**src/rtl/pcm_enc_pkg.sv**
```systemverilog
// Package: shared constants and the phase type of the PCM frame encoder.
// Assumes a fixed frame layout of 4 header bytes, packed channel pairs and 2 CRC bytes.
package pcm_enc_pkg;
    typedef enum logic [2:0] {
        PH_IDLE,
        PH_OPEN,
        PH_DATA,
        PH_CLOSE,
        PH_PAD,
        PH_FIN
    } phase_t;

    localparam logic [7:0]  SYNC_BYTE    = 8'h7E;
    localparam logic [15:0] CRC_POLY_REF = 16'h8408;
    localparam int          HDR_BYTES    = 4;
    localparam int          CRC_BYTES    = 2;
    localparam int          FIELD_W      = 12;
    localparam int          SCALE_OFFS   = 2250;
    localparam int          ONES_LIMIT   = 5;
endpackage

```
**src/rtl/pcm_tick_gen.sv**
```systemverilog
// Module: element-rate tick generator.
// Produces a one-cycle tick every DIV cycles while run is high.
// The count is held at zero while run is low, so the first tick comes DIV cycles after run rises.
module pcm_tick_gen #(
    parameter int unsigned DIV = 1600
) (
    input  logic clk,
    input  logic rst_n,
    input  logic run,
    output logic tick
);
    generate
        if (DIV <= 1) begin : g_direct
            assign tick = run;
        end else begin : g_count
            localparam int CNT_W = $clog2(DIV);
            localparam logic [CNT_W-1:0] LAST = CNT_W'(DIV - 1);
            logic [CNT_W-1:0] cnt;

            assign tick = run && (cnt == LAST);

            // Count element cycles and restart after each tick or when idle.
            always_ff @(posedge clk) begin
                if (!rst_n || !run || tick) cnt <= '0;
                else                        cnt <= cnt + 1'b1;
            end

            // Ticks are never back to back when the divider exceeds one (element length, R2).
            assert_tick_spacing_R2: assert property (@(posedge clk) disable iff (!rst_n)
                tick |=> !tick);
        end
    endgenerate
endmodule

```
**src/rtl/pcm_crc16.sv**
```systemverilog
// Module: reflected CRC-16 accumulator.
// Processes one byte per update LSB first with the reflected polynomial.
// Clear has priority over update.
module pcm_crc16
    import pcm_enc_pkg::*;
(
    input  logic        clk,
    input  logic        rst_n,
    input  logic        clear,
    input  logic        upd,
    input  logic [7:0]  data,
    output logic [15:0] crc
);
    // Eight reflected shift steps for one byte.
    function automatic logic [15:0] step_byte(input logic [15:0] c_in, input logic [7:0] d);
        logic [15:0] c;
        c = c_in;
        for (int i = 0; i < 8; i++) begin
            if (c[0] ^ d[i]) c = (c >> 1) ^ CRC_POLY_REF;
            else             c = c >> 1;
        end
        return c;
    endfunction

    // Hold the running CRC; restart at zero for each frame.
    always_ff @(posedge clk) begin
        if (!rst_n || clear) crc <= '0;
        else if (upd)        crc <= step_byte(crc, data);
    end

    // A new frame never folds a byte into the stale CRC.
    assert_no_clear_update_R8: assert property (@(posedge clk) disable iff (!rst_n)
        clear |-> !upd);
    // The CRC is zero at the start of every frame.
    assert_crc_restart_R8: assert property (@(posedge clk) disable iff (!rst_n)
        clear |=> (crc == 16'h0000));
endmodule

```
**src/rtl/pcm_payload_mux.sv**
```systemverilog
// Module: payload byte source.
// Scales each channel to a 12-bit field, packs the fields in pairs into three bytes,
// and selects the payload byte given by idx.
// Assumes NUM_CH is even; an idx past the last byte returns zero.
module pcm_payload_mux
    import pcm_enc_pkg::*;
#(
    parameter int NUM_CH = 8,
    parameter int VAL_W  = 12,
    parameter int IDX_W  = 5
) (
    input  logic [NUM_CH*VAL_W-1:0] vals,
    input  logic [7:0]              count_b,
    input  logic [7:0]              rx_b,
    input  logic [7:0]              flags_b,
    input  logic [15:0]             crc,
    input  logic [IDX_W-1:0]        idx,
    output logic [7:0]              byte_o
);
    localparam int PAIRS  = NUM_CH / 2;
    localparam int PACK_N = 3 * PAIRS;
    localparam int CRC_LO = HDR_BYTES + PACK_N;
    localparam int EXT_W  = VAL_W + 3;

    logic [FIELD_W-1:0] field [NUM_CH];
    logic [7:0]         pack  [PACK_N];

    genvar k;
    generate
        for (k = 0; k < NUM_CH; k++) begin : g_scale
            logic signed [EXT_W-1:0] ext;
            logic signed [EXT_W-1:0] scaled;
            // Scale one channel by three quarters (truncating) and add the offset.
            always_comb begin
                ext    = EXT_W'($signed(vals[k*VAL_W +: VAL_W]));
                scaled = (ext * EXT_W'(3)) / EXT_W'(4) + EXT_W'(SCALE_OFFS);
            end
            assign field[k] = scaled[FIELD_W-1:0];
        end
        for (k = 0; k < PAIRS; k++) begin : g_pack
            assign pack[3*k]     = field[2*k][7:0];
            assign pack[3*k + 1] = {field[2*k+1][3:0], field[2*k][11:8]};
            assign pack[3*k + 2] = field[2*k+1][11:4];
        end
    endgenerate

    // Select the payload byte at the current index.
    always_comb begin
        byte_o = 8'h00;
        if (idx == IDX_W'(0))      byte_o = count_b;
        else if (idx == IDX_W'(1)) byte_o = rx_b;
        else if (idx == IDX_W'(2)) byte_o = flags_b;
        for (int j = 0; j < PACK_N; j++)
            if (idx == IDX_W'(HDR_BYTES + j)) byte_o = pack[j];
        if (idx == IDX_W'(CRC_LO))     byte_o = crc[7:0];
        if (idx == IDX_W'(CRC_LO + 1)) byte_o = crc[15:8];
    end
endmodule

```
**src/rtl/pcm_frame_encoder.sv**
```systemverilog
// Module: top of the PCM frame encoder.
// Captures the inputs on an accepted start and walks the frame phases:
// open delimiter, stuffed payload, close delimiter, padding.
// One line element is emitted per tick; the current data bit is derived
// combinationally from the phase and indices, so the CRC bytes see the
// CRC register after its last update.
module pcm_frame_encoder
    import pcm_enc_pkg::*;
#(
    parameter int unsigned TICK_DIV = 1600,
    parameter int          NUM_CH   = 8,
    parameter int          VAL_W    = 12
) (
    input  logic                    clk,
    input  logic                    rst_n,
    input  logic                    start_i,
    input  logic [NUM_CH*VAL_W-1:0] chan_vals_i,
    input  logic [7:0]              chan_count_i,
    input  logic [7:0]              rx_num_i,
    input  logic [7:0]              flags_i,
    output logic                    line_o,
    output logic                    busy_o,
    output logic                    done_o
);
    localparam int PAY_N    = HDR_BYTES + 3 * (NUM_CH / 2) + CRC_BYTES;
    localparam int IDX_W    = $clog2(PAY_N + 1);
    localparam int CRC_FIRST = PAY_N - CRC_BYTES;
    localparam logic [IDX_W-1:0] LAST_IDX = IDX_W'(PAY_N - 1);
    localparam logic [IDX_W-1:0] END_IDX  = IDX_W'(PAY_N);

    phase_t                  phase;
    logic [IDX_W-1:0]        byte_idx;
    logic [2:0]              bit_idx;
    logic [2:0]              ones_cnt;
    logic                    stuff_pend;
    logic [1:0]              elem_pos;
    logic [2:0]              elem_cnt;
    logic [NUM_CH*VAL_W-1:0] lat_vals;
    logic [7:0]              lat_count, lat_rx, lat_flags;

    logic        tick, accept;
    logic [15:0] crc;
    logic [7:0]  cur_byte;
    logic        data_bit, sym_bit, elem_val, sym_last, byte_last, crc_upd;
    logic [2:0]  ones_next;

    assign accept = start_i && !busy_o;

    pcm_tick_gen #(.DIV(TICK_DIV)) u_tick (
        .clk(clk), .rst_n(rst_n), .run(busy_o), .tick(tick)
    );

    pcm_payload_mux #(.NUM_CH(NUM_CH), .VAL_W(VAL_W), .IDX_W(IDX_W)) u_pay (
        .vals(lat_vals), .count_b(lat_count), .rx_b(lat_rx), .flags_b(lat_flags),
        .crc(crc), .idx(byte_idx), .byte_o(cur_byte)
    );

    pcm_crc16 u_crc (
        .clk(clk), .rst_n(rst_n), .clear(accept), .upd(crc_upd),
        .data(cur_byte), .crc(crc)
    );

    // Derive the current symbol bit, its element value, and the symbol and byte ends.
    always_comb begin
        byte_last = (bit_idx == 3'd7);
        data_bit  = stuff_pend ? 1'b0 : cur_byte[3'd7 - bit_idx];
        sym_bit   = (phase == PH_DATA) ? data_bit : SYNC_BYTE[3'd7 - bit_idx];
        elem_val  = !((elem_pos == 2'd0) || (sym_bit && elem_pos == 2'd1));
        sym_last  = sym_bit ? (elem_pos == 2'd2) : (elem_pos == 2'd1);
        ones_next = data_bit ? ones_cnt + 3'd1 : 3'd0;
        crc_upd   = tick && (phase == PH_DATA) && sym_last && !stuff_pend
                    && byte_last && (byte_idx < IDX_W'(CRC_FIRST));
    end

    // Capture the frame inputs once per accepted start.
    always_ff @(posedge clk) begin
        if (!rst_n) begin
            lat_vals  <= '0;
            lat_count <= '0;
            lat_rx    <= '0;
            lat_flags <= '0;
        end else if (accept) begin
            lat_vals  <= chan_vals_i;
            lat_count <= chan_count_i;
            lat_rx    <= rx_num_i;
            lat_flags <= flags_i;
        end
    end

    // Step the frame phases and emit one line element per tick.
    always_ff @(posedge clk) begin
        if (!rst_n) begin
            phase      <= PH_IDLE;
            byte_idx   <= '0;
            bit_idx    <= '0;
            ones_cnt   <= '0;
            stuff_pend <= 1'b0;
            elem_pos   <= '0;
            elem_cnt   <= '0;
            line_o     <= 1'b1;
            busy_o     <= 1'b0;
            done_o     <= 1'b0;
        end else begin
            done_o <= 1'b0;
            if (accept) begin
                phase      <= PH_OPEN;
                byte_idx   <= '0;
                bit_idx    <= '0;
                ones_cnt   <= '0;
                stuff_pend <= 1'b0;
                elem_pos   <= '0;
                elem_cnt   <= '0;
                busy_o     <= 1'b1;
            end else if (tick) begin
                unique case (phase)
                    PH_OPEN, PH_DATA, PH_CLOSE: begin
                        line_o   <= elem_val;
                        elem_cnt <= elem_cnt + 3'd1;
                        if (!sym_last) begin
                            elem_pos <= elem_pos + 2'd1;
                        end else begin
                            elem_pos <= '0;
                            if (phase == PH_OPEN) begin
                                bit_idx <= bit_idx + 3'd1;
                                if (byte_last) begin
                                    phase    <= PH_DATA;
                                    byte_idx <= '0;
                                    ones_cnt <= '0;
                                end
                            end else if (phase == PH_CLOSE) begin
                                bit_idx <= bit_idx + 3'd1;
                                if (byte_last)
                                    phase <= (elem_cnt == 3'd7) ? PH_FIN : PH_PAD;
                            end else if (stuff_pend) begin
                                stuff_pend <= 1'b0;
                                if (byte_idx == END_IDX) phase <= PH_CLOSE;
                            end else begin
                                bit_idx <= bit_idx + 3'd1;
                                if (byte_last) byte_idx <= byte_idx + 1'b1;
                                if (ones_next == 3'(ONES_LIMIT)) begin
                                    stuff_pend <= 1'b1;
                                    ones_cnt   <= '0;
                                end else begin
                                    ones_cnt <= ones_next;
                                    if (byte_last && byte_idx == LAST_IDX) phase <= PH_CLOSE;
                                end
                            end
                        end
                    end
                    PH_PAD: begin
                        line_o   <= 1'b1;
                        elem_cnt <= elem_cnt + 3'd1;
                        if (elem_cnt == 3'd7) phase <= PH_FIN;
                    end
                    PH_FIN: begin
                        line_o <= 1'b1;
                        busy_o <= 1'b0;
                        done_o <= 1'b1;
                        phase  <= PH_IDLE;
                    end
                    default: ;
                endcase
            end
        end
    end

    // The idle line stays high.
    assert_idle_high_R1: assert property (@(posedge clk) disable iff (!rst_n)
        !busy_o |-> line_o);
    // The done pulse is a single cycle.
    assert_done_single_R10: assert property (@(posedge clk) disable iff (!rst_n)
        done_o |=> !done_o);
    // Done comes exactly as busy falls.
    assert_done_ends_busy_R10: assert property (@(posedge clk) disable iff (!rst_n)
        done_o |-> (!busy_o && $past(busy_o)));
    // A frame always ends on a multiple of eight elements.
    assert_pad_aligned_R9: assert property (@(posedge clk) disable iff (!rst_n)
        done_o |-> (elem_cnt == 3'd0));
    // A start while busy leaves the captured inputs untouched.
    assert_start_ignored_R11: assert property (@(posedge clk) disable iff (!rst_n)
        (busy_o && start_i) |=> ($stable(lat_vals) && $stable(lat_count)
                                 && $stable(lat_rx) && $stable(lat_flags)));
    // The run of ones never reaches the limit without a pending stuffed zero.
    assert_ones_bounded_R7: assert property (@(posedge clk) disable iff (!rst_n)
        ones_cnt < 3'(ONES_LIMIT));
endmodule

```
**config.mk**
```make
export PLATFORM = sky130hd
export DESIGN_NAME = pcm_frame_encoder
export DESIGN_NICKNAME = d
export VERILOG_FILES = /design/src/rtl/pcm_enc_pkg.sv /design/src/rtl/pcm_tick_gen.sv /design/src/rtl/pcm_crc16.sv /design/src/rtl/pcm_payload_mux.sv /design/src/rtl/pcm_frame_encoder.sv
export SDC_FILE = /design/constraint.sdc
export NUM_CORES = 1
export LEC_CHECK = 0
export BUFFER_PORTS_ARGS = -buffer_cell sky130_fd_sc_hd__buf_2
export CAP_MARGIN = 10
export CORE_ASPECT_RATIO = 0.5
export CORE_MARGIN = 2
export CORE_UTILIZATION = 38
export DETAILED_ROUTE_END_ITERATION = 10
export PLACE_DENSITY = 0.52
export SYNTH_ARGS = -nofsm -noshare
export SYNTH_HDL_FRONTEND = slang
export SYNTH_SLANG_ARGS = --single-unit
```
**constraint.sdc**
```tcl
create_clock -name clk -period 6.5 [get_ports clk]
set_clock_uncertainty 0.05 [all_clocks]
set_input_delay 1.625 -clock clk [delete_from_list [all_inputs] [get_ports clk]]
set_output_delay 1.625 -clock clk [all_outputs]
set_load 0.02 [all_outputs]
```
Word level (Yosys, flattened, before mapping):

Memories as Yosys holds them, arrays and structs flattened.
Index checks and enable logic that the tools add are counted.

* output and inout port bits: 3
* bits in registers: 170
* word-level logic and storage cells: 255
* input bits: 123
* memories kept: 1
* ROM bits: 8

Memories
* (name not given): depth 8, bits a word 1, read ports 1, clocked after Yosys merged registers in 0, wr ports 0, RTL line pcm_frame_encoder.sv:67 `sym_bit = (phase == PH_DATA) ? data_bit : SYNC_BYTE[3'd7 - bit_idx];`

* bitwise gates (word level): 29
* add/sub/neg operators: 23
* order comparisons: 2
* multiplexer cells: 81
* reduce and logical (&&, ||, !) cells: 48
* equality and inequality tests: 46
* multipliers: 8

Operators with widths (number)
* $mux W16: 22
* $mux W8: 17
* $mul A12 B3 Y15 const B: 8
* $add A12 B1 Y12: 8
* $add A12 B12 Y12 const B: 8
* $mux W3: 19
* $eq A5 B4 Y1 const B: 8
* $mux W5: 5
* $not A2 Y3: 8
* $eq A5 B3 Y1 const B: 4
* $reduce_or A2 Y1: 10
* $ne A6 B5 Y1 const B: 3
* $reduce_and A9 Y1: 2
* $eq A3 B3 Y1 const B: 5
* $eq A5 B5 Y1 const B: 3
* $ne A5 B5 Y1 const B: 3
* $mux W1: 14
* $add A11 B1 Y11 const B: 1
* $eq A11 B11 Y1 const B: 1
* $add A3 B1 Y3 const B: 3
* $logic_and A1 B1 Y1: 9
* $pmux W3 S3: 1
* $and A1 B1 Y1: 8
* $ne A2 B2 Y1 const B: 4
* other kinds (36): 63

Longest topological paths before layout:

* depth in word-level cells: 56
* depth in mapped cells: 31
* mapped depth without buffers: 29

Hierarchy:

Synthesis repeated with hierarchy kept, for this count alone.

* cell total of the unflattened synthesis: 1938
* area, all modules: 15559.9 um2

By module, submodules not included
* pcm_payload_mux: sequential area each 0.0 um2, area an instance 8015.2 um2, instances 1, cells each 1076
* pcm_frame_encoder: sequential area each 2862.7 um2, area an instance 6048.3 um2, instances 1, cells each 726
* pcm_crc16: sequential area each 320.3 um2, area an instance 970.9 um2, instances 1, cells each 81
* pcm_tick_gen: sequential area each 220.2 um2, area an instance 525.5 um2, instances 1, cells each 55

Worst setup path before layout:

No wires, ideal clock.

* kind: reg2reg
* start point: register lat_vals[1]
* end point: register ones_cnt[1]
* setup time: 71 ps
* data required time: 6379 ps
* path buffers: 1
* slack: 589 ps
* period minus slack after synthesis: 5911 ps
* stages on the path, launching flop included: 29
* data arrival time: 5791 ps
* path through: dfxtp_1 ha_1 ha_1 fa_1 a211oi_2 o21ai_1 a21oi_1 o21ai_1 xnor2_1 nor2_1 ha_1 inv_1 ha_1 inv_1 a211oi_1 a211oi_2 a2111oi_2 xor2_1 a221oi_1 a211oi_1 o21ai_0 nand3_1 o31a_1 o2111a_2 a21oi_2 nor2_2 buf_6 or4_1 a21oi_1

* cells in the longest elaborated chain, start to end: 28
* elaborated cells between the ends (all ways): 31
* classes of those cells: 2 x add/sub; 1 x mul; 1 x eq/ne; 24 x mux; 1 x bitwise; 2 x reduce/logical

Ends and longest elaborated chain
* start: declaration: RTL line pcm_frame_encoder.sv:38 `logic [NUM_CH*VAL_W-1:0] lat_vals;`
* start signal: assignment: RTL line pcm_frame_encoder.sv:83 `lat_vals <= chan_vals_i;`
* $mul A12 B3 Y15 *: RTL line pcm_payload_mux.sv:36 `scaled = (ext * EXT_W'(3)) / EXT_W'(4) + EXT_W'(SCALE_OFFS);`
* $reduce_or A2 Y1 (no line)
* $and A1 B1 Y1 (no line)
* $add A12 B1 Y12 (no line) *
* $add A12 B12 Y12 *: RTL line pcm_payload_mux.sv:36
* $mux W8: RTL line pcm_payload_mux.sv:54 `if (idx == IDX_W'(HDR_BYTES + j)) byte_o = pack[j];`
* $mux W8 * (11 in series): RTL line pcm_payload_mux.sv:54
* $mux W8 *: RTL line pcm_payload_mux.sv:55 `if (idx == IDX_W'(CRC_LO)) byte_o = crc[7:0];`
* [2 not listed]
* $mux W1 (not written as such) *: RTL line pcm_frame_encoder.sv:66 `data_bit = stuff_pend ? 1'b0 : cur_byte[3'd7 - bit_idx];`
* $mux W1 *: RTL line pcm_frame_encoder.sv:66
* $mux W3: RTL line pcm_frame_encoder.sv:70 `ones_next = data_bit ? ones_cnt + 3'd1 : 3'd0;`
* $eq A3 B3 Y1: RTL line pcm_frame_encoder.sv:140 `if (ones_next == 3'(ONES_LIMIT)) begin`
* $mux W3: RTL line pcm_frame_encoder.sv:140
* $mux W3: RTL line pcm_frame_encoder.sv:134 `end else if (stuff_pend) begin`
* $mux W3: RTL line pcm_frame_encoder.sv:130 `end else if (phase == PH_CLOSE) begin`
* $mux W3: RTL line pcm_frame_encoder.sv:123 `if (phase == PH_OPEN) begin`
* end signal: assignment: RTL line pcm_frame_encoder.sv:144 `ones_cnt <= ones_next;`
* end: declaration: RTL line pcm_frame_encoder.sv:34 `logic [2:0] ones_cnt;`

Mark *: on every way between the ends. The rest lies on a longest branch, timed or not. The select of a mux whose other input is x is not followed.
A chain may end at the register's enable or synchronous reset.

Worst setup path after layout:

* start point: register lat_vals[61]
* end point: register u_crc.crc[10]

* cells in the longest elaborated chain, start to end: 29
* elaborated cells between the ends (all ways): 41
* classes of those cells: 2 x add/sub; 1 x mul; 28 x mux; 5 x bitwise; 5 x reduce/logical

Ends and longest elaborated chain
* $mul A12 B3 Y15 *: RTL line pcm_payload_mux.sv:36
* $reduce_or A2 Y1 (no line)
* $and A1 B1 Y1 (no line)
* $add A12 B1 Y12 (no line) *
* $add A12 B12 Y12 *: RTL line pcm_payload_mux.sv:36
* $mux W8 * (4 in series): RTL line pcm_payload_mux.sv:54
* $mux W8 *: RTL line pcm_payload_mux.sv:55
* $mux W8 *: RTL line pcm_payload_mux.sv:56 `if (idx == IDX_W'(CRC_LO + 1)) byte_o = crc[15:8];`
* [10 not listed]
* $mux W16: RTL line pcm_crc16.sv:19 `if (c[0] ^ d[i]) c = (c >> 1) ^ CRC_POLY_REF;`
* $mux W16: RTL line pcm_crc16.sv:28 `else if (upd) crc <= step_byte(crc, data);`
* $mux W16: RTL line pcm_crc16.sv:27 `if (!rst_n || clear) crc <= '0;`
* $mux W16: RTL line pcm_crc16.sv:19
* $mux W16: RTL line pcm_crc16.sv:28
* $mux W16: RTL line pcm_crc16.sv:27
* $not A2 Y3 (no line)
* $mux W16: RTL line pcm_crc16.sv:19
* end signal: assignment: RTL line pcm_crc16.sv:28
* end: declaration: RTL line pcm_crc16.sv:12 `output logic [15:0] crc`

Marked as above.

==> run metrics <==
Yosys reg bits=170; grt ovf=0; CTS H-tree depth=4; ys async rst share=0%; Peak VDD IR=0.185 mV; initial antenna violation count=1; area added between synthesis and finish=12.8%; global-route wire length before repair=72.8 mm; Post-CTS Hold Fix Bufs=0; crit-path most repeated cell=ha_1; Slew @ Worst Pin=1080 ps; post-synthesis sequential area ratio=20.6%; top post-synthesis cells by area=dfxtp_1 (21%), ha_1 (14%), nand2_1 (8.0%); Final Cycle Share=94.2%; commonest cells after routing, fill and taps aside=nand2_1 (354), ha_1 (190), dfxtp_1 (170); hold_sp=u_tick.g_count.cnt[0]; Mapped Nets=between 2000 and 2500; EDFF count, synth=0; post-DP HPWL=34.1 mm; Num CTS Buffers=17; I/O pin count=126; Critical Path Sink Type=register; Yosys cell types=107; synthesized area per cell=7.72 sq um; Final setup viols=0; synthesized cell area=around 17000 sq um; Syn. warnings=0; drt initial violations=943; Sink Count=between 150 and 200; ys flop type=dfxtp_1; clock root cell=clkbuf_16; Clock Path Buffers=2; total inserted antenna cells=0; die area=45200 sq um; P per Cell Area=166 nW/um^2; CP delay by family, top=compound AO/OA/AOI/OAI gates; DR vias=15300; Critical Path Max Stage Delay=around 480 ps; Critical Path RT=6780 ps; CP Data Arrival Time=between 6000 and 7000 ps; reg-to-reg critical path startpoint=lat_vals[61]; Die Ht=151 um; most common cell after layout, fill and taps aside=nand2_1; Slowest-stage cell, CP=mux4_2; final wirelength=44.0 mm; CP bufs+invs=3; Static Leak=0.00793 uW; worst min path class=reg -> reg; DRT antenna net count=0; input/output buffers=about 130; Synth top area share=20.6%; CTS tree=yes; Finished Cell Area=around 19000 sq um; Fmax=about 0.16 GHz; NumNets Final=~2500; fin cells=2812; GRT Total Usage=19.6%; CP Launch Point=lat_vals[61]; fillers=~4400; Final min period=about 6000 ps; vias per cell=5.43; multi-input logic area=12700 sq um; Clock Pin Slew Worst Setup and Hold Paths=80 ps; proportion of layout cells with a drive suffix above 1=12.5%; Pre-antenna DRT Iters=5; Slew HR=a little over a quarter; Final Max Tran Viols=0; DRC violations left=0; Final Hold Fails=0; pin count of the biggest net entering global routing=92; status=finished clean; vias in the first global route=14300; Critical Path Fanout Max=6; Post-Syn Instances=2138; global placer's final weighted congestion=0.903; storage element area=3400 sq um; placed inst area=around 18000 sq um; FP Rows=53; Die W=299 um; largest area contributor in the netlist=dfxtp_1; crit path launch type=register; count of max-cap constraint violations=0; WHS=415 ps; Cell Count Post-Placement=2773; CP Class=reg -> reg; wire per inst=~16 um; Initial Util=38.9%; clock latency on the worst-skew pair=460 ps; total power=3100 uW; core box area=~42000 sq um
-- kinds of logic (layout without fill, tap and decap cells) --
logic type	count (synthesis)	in the layout	share of synthesized area, %
AOI/OAI and AO/OA	621	621	27.4
buffers and inverters	176	273	4.19
xor gates and xnor gates	145	145	7.69
adders and majority gates	199	199	15.4
muxes	25	25	1.62
and+or+nand+nor	802	802	23.0
DFF	170	170	20.6
-- layout make-up --
| type | instances | area share [%] |
|---|---|---|
| clock buffer | 19 | 2.32 |
| multi-input combinational | 1792 | 68.0 |
| timing repair buffer | 166 | 5.05 |
| sequential | 170 | 18.3 |
| tap | 577 | 3.88 |
| clock inverter | 13 | 0.988 |
| inverter | 75 | 1.51 |
-- registers in the layout, indices dropped and copies added, names as in the netlist, 2 cells and up --
signal,flops
ones_cnt,3
lat_rx,8
byte_idx,5
u_tick.g_count.cnt,11
lat_flags,8
bit_idx,3
elem_cnt,3
lat_vals,96
phase,3
lat_count,8
elem_pos,2
u_crc.crc,16
-- metal layers --
metal | routed length [um] | track usage, %
met5 | 0 | 0
met2 | 18800 | 30.9
met3 | 2060 | 3.69
met1 | 22600 | 27.6
met4 | 478 | 4.20
-- stage by stage --
stage	utilization [%]	setup TNS (ps)	worst slack, ps
2_1_floorplan	-	0	589
3_3_place_gp	41.8	0	89.0
3_5_place_dp	41.8	0	85.9
4_1_cts	43.2	0	35.4
5_1_grt	43.9	-183	-32.6
6_report	43.9	0	379
-- synthesized netlist by cell type (9+ instances only) --
cell and instances:
nand2_1 354, nor2_1 143, o21ai_0 77, clkbuf_1 87, and2_1 23, o31ai_1 10
a211oi_1 35, a31oi_1 19, o2111ai_1 12, xnor2_1 71, o22ai_1 11, mux2i_1 20
dfxtp_1 170, inv_1 75, o21a_1 25, o221ai_1 12, or3_1 23, or2_2 11
a21boi_0 122, and3_1 17, ha_1 191, nand3b_1 9, nor2b_1 38, nand2b_1 20
nand3_1 56, xor2_1 74, a211o_1 13, a311oi_1 9, nor3_1 43, a21oi_1 93
nor3b_1 11, o211ai_1 31, a21o_1 31
-- power by group --
part | total, uW | leakage (uW) | internal (uW) | switching [uW]
sequential | 1130 | 0.00139 | 1090 | 39.7
clock | 1120 | 0.000292 | 619 | 503
combinational | 847 | 0.00625 | 352 | 495
-- path summary, 6_finish.rpt --
path | cells after the start | slack [ps] | to
worst max register to register | 28 | 380 | u_crc.crc[10]
worst min register to register | 1 | 420 | u_tick.g_count.cnt[0]
worst max-delay path | 28 | 380 | u_crc.crc[10]
worst min-delay path | 1 | 420 | u_tick.g_count.cnt[0]
-- what timing repair did --
item / 4_1_cts / 5_1_grt
resized for setup: 0 / 40
buffers inserted: 0 / 6
hold endpoints to repair: 0 / 0
setup endpoints to repair: 0 / 33
(Power assumes the default switching activity.)
